==> config.mk <==
export PLATFORM = sky130hd
export DESIGN_NAME = int_exec_unit
export DESIGN_NICKNAME = d
export VERILOG_FILES = /design/src/rtl/int_exec_unit.sv
export SDC_FILE = /design/constraint.sdc
export NUM_CORES = 1
export LEC_CHECK = 0
export BUFFER_PORTS_ARGS = -buffer_cell sky130_fd_sc_hd__buf_2
export CAP_MARGIN = 5
export CORE_MARGIN = 2
export CORE_UTILIZATION = 30
export DETAILED_ROUTE_END_ITERATION = 6
export SLEW_MARGIN = 0
export SYNTH_ARGS = -nofsm -noshare
export SYNTH_HDL_FRONTEND = slang
export SYNTH_SLANG_ARGS = --single-unit
==> constraint.sdc <==
create_clock -name clk -period 3.4 [get_ports clk]
set_clock_uncertainty 0.15 [all_clocks]
set_input_delay 0 -clock clk [delete_from_list [all_inputs] [get_ports clk]]
set_output_delay 0 -clock clk [all_outputs]
set_load 0.01 [all_outputs]
==> src/rtl/int_exec_unit.sv <==
module int_exec_unit #(
  parameter int DW    = 32,
  parameter int IMM_W = 16,
  parameter int SH_W  = $clog2(DW)
) (
  input  logic            clk,
  input  logic            rst_n,
  input  logic [5:0]      opcode,
  input  logic [5:0]      funct,
  input  logic [DW-1:0]   op_a,
  input  logic [DW-1:0]   op_b,
  input  logic [IMM_W-1:0] imm,
  input  logic [SH_W-1:0] shamt,
  output logic [DW-1:0]   result_q,
  output logic            ovf_trap_q,
  output logic            rsvd_q
);
  localparam int MSB = DW - 1;

  logic [DW-1:0] imm_sx, imm_zx, sum_rr, dif_rr, sum_ri;
  logic          ovf_add, ovf_sub, ovf_addi;
  logic [DW-1:0] res_d;
  logic          ovf_d, rsvd_d;

  assign imm_sx = {{(DW-IMM_W){imm[IMM_W-1]}}, imm};
  assign imm_zx = {{(DW-IMM_W){1'b0}}, imm};

  assign sum_rr = op_a + op_b;
  assign dif_rr = op_a - op_b;
  assign sum_ri = op_a + imm_sx;

  assign ovf_add  = (op_a[MSB] == op_b[MSB])   && (sum_rr[MSB] != op_a[MSB]);
  assign ovf_sub  = (op_a[MSB] != op_b[MSB])   && (dif_rr[MSB] != op_a[MSB]);
  assign ovf_addi = (op_a[MSB] == imm_sx[MSB]) && (sum_ri[MSB] != op_a[MSB]);

  always_comb begin
    res_d  = '0;
    ovf_d  = 1'b0;
    rsvd_d = 1'b0;
    case (opcode)
      6'h00: begin
        case (funct)
          6'h20: begin res_d = sum_rr; ovf_d = ovf_add; end
          6'h21: res_d = sum_rr;
          6'h22: begin res_d = dif_rr; ovf_d = ovf_sub; end
          6'h23: res_d = dif_rr;
          6'h24: res_d = op_a & op_b;
          6'h25: res_d = op_a | op_b;
          6'h27: res_d = ~(op_a | op_b);
          6'h2a: res_d = {{(DW-1){1'b0}}, $signed(op_a) < $signed(op_b)};
          6'h2b: res_d = {{(DW-1){1'b0}}, op_a < op_b};
          6'h00: res_d = op_b << shamt;
          6'h02: res_d = op_b >> shamt;
          6'h03: res_d = $unsigned($signed(op_b) >>> shamt);
          default: rsvd_d = 1'b1;
        endcase
      end
      6'h08: begin res_d = sum_ri; ovf_d = ovf_addi; end
      6'h09: res_d = sum_ri;
      6'h0a: res_d = {{(DW-1){1'b0}}, $signed(op_a) < $signed(imm_sx)};
      6'h0b: res_d = {{(DW-1){1'b0}}, op_a < imm_sx};
      6'h0c: res_d = op_a & imm_zx;
      6'h0d: res_d = op_a | imm_zx;
      6'h0f: res_d = {imm, {(DW-IMM_W){1'b0}}};
      default: rsvd_d = 1'b1;
    endcase
  end

  always_ff @(posedge clk) begin
    if (!rst_n) begin
      result_q   <= '0;
      ovf_trap_q <= 1'b0;
      rsvd_q     <= 1'b0;
    end else begin
      result_q   <= res_d;
      ovf_trap_q <= ovf_d;
      rsvd_q     <= rsvd_d;
    end
  end
endmodule

==> results.ini, run 1 <==
[synthesis]
ys_ff_latch=34
synthArstFlopShare_pct=0
ys_warn_count=0
synth_fp_nets=2172
syn-cell-area_mm2=0.01317
seq_area_frac_synth_pct=5.168
synth_edf_count=0
synth.largest_area_cell=ha_1
synth_top_family_by_area=compound AO/OA/AOI/OAI gates
yosysTopAreaCellShare_pct=16.91
yosys-top-cells-area=ha_1 (17%), a21oi_1 (7.3%), nor2_1 (6.3%)
synth_xor_area_share_pct=3.724
yosysUniqueCellTypes=102
synth-simple-area-share_pct=18.07
synthCells=1892
synth-compound-area-share_pct=34.87
synth_top_flop_cell=dfxtp_1
synthMuxAreaShare_pct=12.12
synth_fa_ha_area_share_pct=17.36
syn_avg_cell_area_um2=6.962

[cts]
cts.clk_slew.worst_paths_ns=0.07
cts_made_buffers=5
clockBufferDepth=2
post_cts_buffers=0
clock-sinks=34
cts_tree=built
htree_levels=2
cts-root-buf=clkbuf_16

[power]
leakagePower_nw=6.668
powerDensity_mw_per_mm2=205.6
power_mw=3.135
ir_worst_vdd_v=0.0001868

[min_path]
hold_end=result_q[23]
hp-start=imm[7]
holdCritPathClass=input port to register
whs_path_depth=3

[floorplanning]
start_util_pct=30.51
die-area_mm2=0.04560
core_area_mm2=0.04317
die_w_um=213.5
rows=76
io_pins=133
die_h_um=213.5

[sta]
worst_pin_slew_ns=1.041
rsz0062_at_grt=no
layout_min_cycle_time_ns=3.238
hold_viol=0
slew_headroom_pct=29.69
whs_ns=0.008829
final.period_utilization_pct=95.25
max_freq_mhz=308.8
setup_viol=0
maxSlewViolCount=0

[worst_setup_path]
setup.worst_path.class=input port to register
critPathSlowestCell=a2111oi_1
cp_max_fo=4
end_kind=register
max_stage_delay_ns=0.64
path_cells=buf_2, ha_1, fa_1, a211oi_1, o21bai_1, a21o_1, a2111oi_1, buf_4, nor4b_1, o22ai_1, o21ai_1, xnor2_1, a222oi_1, a21oi_1
cp_data_required_time_ns=3.42
critPathTopFamily=compound AO/OA/AOI/OAI gates
worst_setup_path_start_kind=input port
arrival_ns=3.26
critPathBufInv=2

[global_routing]
antenna_found_initial=2
track_usage_pct=26.38
grt_pass1_wl_mm=90.80
grt_pass1_vias=14608
gr-total-overflow=0
grt_max_degree=103

[place]
place.gp.congestion=1.067
io_buffers=132
dp_hpwl_mm=50.53

[final_layout]
layout-drive-gt1-share_pct=18.11
syn_to_final_growth_pct=15.79
layout.nets=2317

[detailed_routing]
ant_nets=0
drc=9
vias=15577
dr.pass1.iters=7
drt_iter0_drc=1782
routed_via_density=5.936
wl_per_cell_um=23.55
routed_wl_mm=61.78

[status]
status=finished, violations left
violations=DRC

[job]
maxCapViolCount=0

==> placed cells by master (no fill, tap or decap), types with 27 or more instances in the layout <==
cell	synthesis	routed
mux2i_1	74	74
ha_1	178	178
a21oi_1	191	191
a211oi_1	48	48
buf_2	27	128
a31oi_1	49	49
mux4_2	32	32
dfxtp_1	34	34
nand2_1	148	148
o21ai_0	110	110
o211ai_1	27	27
inv_1	138	138
nor2_1	220	220
xnor2_1	43	43
o21ai_1	31	31
buf_4	6	135
nor3_1	43	42
nand3_1	30	30
==> kinds of logic after synthesis <==
kind of cell / after synthesis
xor+xnor: 56
compound gates: 689
mux: 118
simple gates: 535
fa+ha+maj: 181
flops: 34
buf+inv: 279
==> routing by layer <==
metal | routed length [µm] | vias up | global-route usage [%] | part of all wire (%)
met4 | 3067 | 2 | 11.33 | 5.0
met5 | 13 | - | 0 | 0.021
met2 | 28260 | 762 | 43.26 | 46
met3 | 4673 | 142 | 3.808 | 7.6
li1 | - | 7238 | - | -
met1 | 25770 | 7433 | 34.48 | 42
==> Yosys cell counts (all sizes together), types with 13 or more instances <==
library cell	number
nor2	221
a21oi	195
ha	178
nand2	149
inv	147
o21ai	142
clkbuf	75
mux2i	74
buf	56
a211oi	50
a31oi	50
nor3	45
xnor2	43
dfxtp	34
mux4	32
nand3	30
o211ai	27
o21bai	22
o22ai	22
a22oi	19
a21o	17
nand2b	17
o31ai	17
or3	13
xor2	13
==> registers in the layout (all words and copies together) (netlist names) <==
register / cells
ovf_trap_q: 1
result_q: 32
rsvd_q: 1
==> how the worst max path moves through the flow <==
stage | from | endpoint | cells past startpoint
final | imm[0] | result_q[28] | 14
after global routing | imm[0] | result_q[28] | 14
after CTS | imm[0] | result_q[28] | 14
after detailed placement | imm[0] | result_q[28] | 14
after global placement | imm[0] | result_q[28] | 14
after floorplan | op_b[16] | result_q[31] | 13
==> per-stage QoR <==
step                utilization (%)  instance area [µm²]  setup slack (ns)  cells  setup TNS, ns
floorplan                         -                13170            0.5485   1892              0
global placement              34.92                15080           -0.1612   2613        -0.1875
detailed placement            34.92                15080           -0.1247   2613        -0.1247
CTS                           35.32                15250            0.1570   2623              0
global route                  35.33                15250           0.03019   2624              0
finish                        35.33                15250            0.1615   2624              0
==> final cells by class <==
class	count	area [µm²]
Antenna cell	1	2.502
Clock buffer	6	138.9
Clock inverter	2	12.51
Fill cell	4741	27920
Inverter	147	551.8
Multi-Input combinational cell	1579	11360
Sequential cell	34	680.7
Tap cell	585	732.0
Timing Repair Buffer	270	1774
==> worst min-delay path: cells and delay by family <==
kind	cells	cell delay, ns
AO/OA/AOI/OAI	2	0.25
buffers and inverters	1	0.16
==> what timing repair did <==
item	CTS	global route
hold buffers	2	0
hold endpoints to repair	1	0
resized for setup	0	1
setup endpoints to repair	0	1
==> power breakdown <==
part           total [mW]  internal, mW  switching [mW]
clock network       0.506         0.291           0.214
logic                2.23         0.849            1.38
registers           0.402         0.401        0.000888
total                3.13          1.54            1.59
No activity file was read; power rests on OpenSTA's default activity.
==> inputs of run 2 (changes only) <==
Settings changed: BUFFER_PORTS_ARGS -buffer_cell sky130_fd_sc_hd__buf_2 to -buffer_cell sky130_fd_sc_hd__clkbuf_2.
==> results.ini, run 2 (synthesis results as in run 1) <==
[detailed_routing]
drt_iter0_drc=1750
vias=15509
ant_nets=0
routed_wl_mm=63.74
routed_via_density=5.861
drc=0
wl_per_cell_um=24.09
dr.pass1.iters=7

[floorplanning]
io_pins=133
rows=76
die_w_um=213.5
core_area_mm2=0.04317
die-area_mm2=0.04560
die_h_um=213.5
start_util_pct=30.51

[min_path]
holdCritPathClass=input port to register
hp-start=opcode[2]

[power]
power_mw=3.147
powerDensity_mw_per_mm2=203.9
ir_worst_vdd_v=0.0001519
leakagePower_nw=6.773

[place]
place.gp.congestion=1.033
dp_hpwl_mm=52.64
io_buffers=132
placed_area_mm2=0.01527

[cts]
cts_tree=built
cts.clk_slew.worst_paths_ns=0.06
cts-root-buf=clkbuf_16
htree_levels=2
cts_made_buffers=5
clockBufferDepth=2
post_cts_buffers=0
clock-sinks=34

[sta]
hold_viol=0
final.period_utilization_pct=93.07
setup_viol=0
maxSlewViolCount=0
worst_pin_slew_ns=1.118
setup_tns_ns=0
slew_headroom_pct=24.54
max_freq_mhz=316.0
layout_min_cycle_time_ns=3.164
rsz0062_at_grt=no

[worst_setup_path]
worst_setup_path_start_kind=input port
critPathBufInv=2
max_stage_delay_ns=0.44
arrival_ns=3.18
setup.worst_path.class=input port to register
critPathTopFamily=compound AO/OA/AOI/OAI gates
cp_max_fo=4
cp_data_required_time_ns=3.42
path_cells=clkbuf_2, ha_1, fa_1, a211oi_1, o21bai_1, a21o_1, a2111oi_1, buf_4, nor4b_1, o22ai_1, o21ai_1, xnor2_1, a222oi_1, a21oi_1
end_kind=register
critPathSlowestCell=fa_1
crit_start=imm[0]

[final_layout]
final_common_cell=nor2_1
final_cell_mix=nor2_1 (220), a21oi_1 (191), ha_1 (178)
layout.nets=2341
largest_reg_flops=32
reg_top3=result_q (32), ovf_trap_q (1), rsvd_q (1)
finalInstanceArea_mm2=0.01543
syn_to_final_growth_pct=17.16
regMostFlops=result_q
layout-drive-gt1-share_pct=18.98

[global_routing]
grt_pass1_vias=14675
gr-total-overflow=0
antenna_found_initial=1
grt_pass1_wl_mm=93.51
grt_max_degree=84
track_usage_pct=27.42

[job]
maxCapViolCount=0

[status]
status=complete, no violations

## run 2: cell type report
class	instances	area [µm²]
multi-input combinational	1579	11360
tap	585	732.0
clock buffer	6	138.9
inverter	147	551.8
antenna	1	2.502
timing repair buffer	294	1967
fill	4751	27740
sequential	34	680.7
## run 2: where the power goes
group / switching (mW) / leakage, nW / internal, mW
Combinational: 1.40 / 6.43 / 0.866
Clock: 0.198 / 0.0688 / 0.284
Sequential: 0.00106 / 0.274 / 0.401
Total: 1.59 / 6.77 / 1.55
## run 2: repair_timing
| action | in CTS | in global routing |
|---|---|---|
| hold buffers | 2 | 0 |
| hold endpoints to repair | 1 | 0 |
| setup endpoints to repair | 0 | 1 |
| resized for setup | 0 | 1 |
## run 2: stage by stage
step | util, % | cells | worst slack, ns | hold WS (ns)
final | 35.74 | 2646 | 0.2357 | 0.03730
after global routing | 35.74 | 2646 | 0.002773 | 0.06030
after CTS | 35.74 | 2645 | 0.2916 | 0.03633
after detailed placement | 35.37 | 2637 | 0.01508 | 0.1875
after global placement | 35.37 | 2637 | 0.05848 | 0.1985
after floorplan | - | 1892 | 0.5485 | 0.003807
## run 2: final timing paths
check / cells after the start / slack, ns / end
worst min-delay path: 4 / 0.04 / result_q[0]
worst max-delay path: 14 / 0.24 / result_q[28]
## run 2: layer usage
metal | wire length [µm] | track usage, % | up-vias
li1 | - | - | 7293
met1 | 26560 | 36.01 | 7371
met2 | 29080 | 45.05 | 715
met3 | 4961 | 3.676 | 130
met4 | 3146 | 11.61 | 0
met5 | 0 | 0 | -
==> inputs of run 3 (changes only) <==
Settings changed: ABC_AREA from default to 1.
==> results.ini, run 3 <==
[floorplanning]
die-area_mm2=0.05210
start_util_pct=30.26
core_area_mm2=0.04986
die_h_um=228.3
io_pins=133
rows=82
die_w_um=228.3

[place]
dp_hpwl_mm=77.64
io_buffers=132
placed_area_mm2=0.01685
place.gp.congestion=1.201

[sta]
whs_ns=0.09213
hold_viol=0
maxSlewViolCount=0
worst_pin_slew_ns=0.8913
rsz0062_at_grt=no
setup_viol=0
max_freq_mhz=314.3
slew_headroom_pct=39.95
setup_tns_ns=0
layout_min_cycle_time_ns=3.182
final.period_utilization_pct=93.59

[status]
violations=DRC
status=finished, violations left

[worst_setup_path]
path_cells=clkbuf_2, ha_1, inv_1, fa_1, inv_1, nand2_1, o21ai_1, nand2_1, nand3_1, o21ai_0, nor2_1, o2111ai_1, a21oi_1, nor2_1
end_kind=register
critPathTopFamily=compound AO/OA/AOI/OAI gates
setup.worst_path.class=input port to register
crit_cells=14
cp_max_fo=5
cp_data_required_time_ns=3.46
critPathBufInv=3
worst_setup_path_start_kind=input port
max_stage_delay_ns=0.48
arrival_ns=3.24
critPathSlowestCell=ha_1

[cts]
cts_made_buffers=5
cts-root-buf=clkbuf_16
post_cts_buffers=0
cts_tree=built
clock-sinks=34
cts.clk_slew.worst_paths_ns=0.09
htree_levels=2
clockBufferDepth=2

[global_routing]
grt-busiest-layer=met2
gr-total-overflow=0
use_met3_pct=10.51
use_met1_pct=42.87
use_met2_pct=49.42
grt_pass1_wl_mm=129.3
grt_pass1_vias=19303
track_usage_pct=33.56
grt_max_degree=56
antenna_found_initial=4

[min_path]
whs_path_depth=5
holdCritPathClass=input port to register

[detailed_routing]
vias=20915
routed_wl_mm=90.98
drc=2
routed_via_density=5.610
dr.pass1.iters=7
ant_nets=0
drt_iter0_drc=2794
wl_per_cell_um=24.41

[final_layout]
layout.nets=3331
reg_top3=result_q (32), ovf_trap_q (1), rsvd_q (1)
finalInstanceArea_mm2=0.01707
largest_reg_flops=32
regMostFlops=result_q
final_cell_mix=nand2_1 (901), nand3_1 (436), inv_1 (415)
syn_to_final_growth_pct=13.17
fillers=5922
layout-drive-gt1-share_pct=9.993
final_common_cell=nand2_1
final_core_util_pct=34.24

[synthesis]
syn_avg_cell_area_um2=5.181
synthCells=2912
synth_top_flop_cell=dfxtp_1
synth.largest_area_cell=nand2_1
yosys-top-cells-area=nand2_1 (22%), ha_1 (15%), nand3_1 (14%)
yosys-top-cells-count=nand2_1 (901), nand3_1 (436), inv_1 (415)
synth_fp_nets=3192
ys_ff_latch=34
synth_edf_count=0
seq_area_frac_synth_pct=4.512
syn-cell-area_mm2=0.01509
yosysUniqueCellTypes=59
ys_warn_count=0
yosysMostFrequentCell=nand2_1
yosysTopAreaCellShare_pct=22.42
synthArstFlopShare_pct=0

[power]
powerDensity_mw_per_mm2=203.6
leakagePower_nw=9.326
ir_worst_vdd_v=0.0001623

[job]
maxCapViolCount=0

## run 3: metrics by stage
step | power (mW) | instances | worst slack (ns)
finish | 3.476 | 3728 | 0.2179
detailed placement | 2.661 | 3714 | 0.04736
floorplan | 1.796 | 2912 | 1.356
CTS | 3.367 | 3724 | 0.3754
global placement | 2.685 | 3714 | -0.01398
global route | 3.651 | 3724 | 0.04834
## run 3: worst paths after layout
| path | from | to |
|---|---|---|
| worst max-delay path | op_b[0] | result_q[4] |
| worst min-delay path | opcode[3] | ovf_trap_q |
## run 3: cell families after synthesis
logic type / after synthesis / share of synthesized area (%)
buffers and inverters: 537 / 14.32
adders and majority gates: 181 / 15.16
AOI/OAI and AO/OA: 434 / 16.57
xor gates and xnor gates: 4 / 0.2322
DFF: 34 / 4.512
muxes: 1 / 0.06635
and+or+nand+nor: 1721 / 49.14
## run 3: cell type report
cell class	instances	area, µm²	share of cell area [%]
diodes	4	10.01	0.05863
clock inverters	3	68.82	0.4030
repair buffers	237	1479	8.662
well taps	672	840.8	4.925
inverters	432	1624	9.512
flip-flops and latches	34	680.7	3.987
multi-input cells	2341	12250	71.72
clock buffers	5	125.1	0.7328
## run 3: tightest hold or removal path: cells and delay by family
kind,cells,cell delay [ns]
buffers and inverters,2,0.30
AND/OR/NAND/NOR,2,0.15
AO/OA/AOI/OAI,1,0.05
## run 3: where the power goes
group | switching (mW) | internal [mW] | total (mW) | leakage, nW
Clock | 0.277 | 0.424 | 0.702 | 0.0940
Sequential | 0.00341 | 0.403 | 0.406 | 0.275
Combinational | 1.70 | 0.663 | 2.37 | 8.96
Total | 1.99 | 1.49 | 3.48 | 9.33
## run 3: timing repair
item	4_1_cts	5_1_grt
hold buffers	2	0
hold endpoints to repair	5	0
gates resized for setup	0	0
## run 3: metal layers
metal | up-vias | part of all wire (%)
met2 | 1406 | 40
li1 | 9717 | -
met4 | 6 | 7.0
met1 | 9496 | 40
met5 | - | 0.16
met3 | 290 | 13
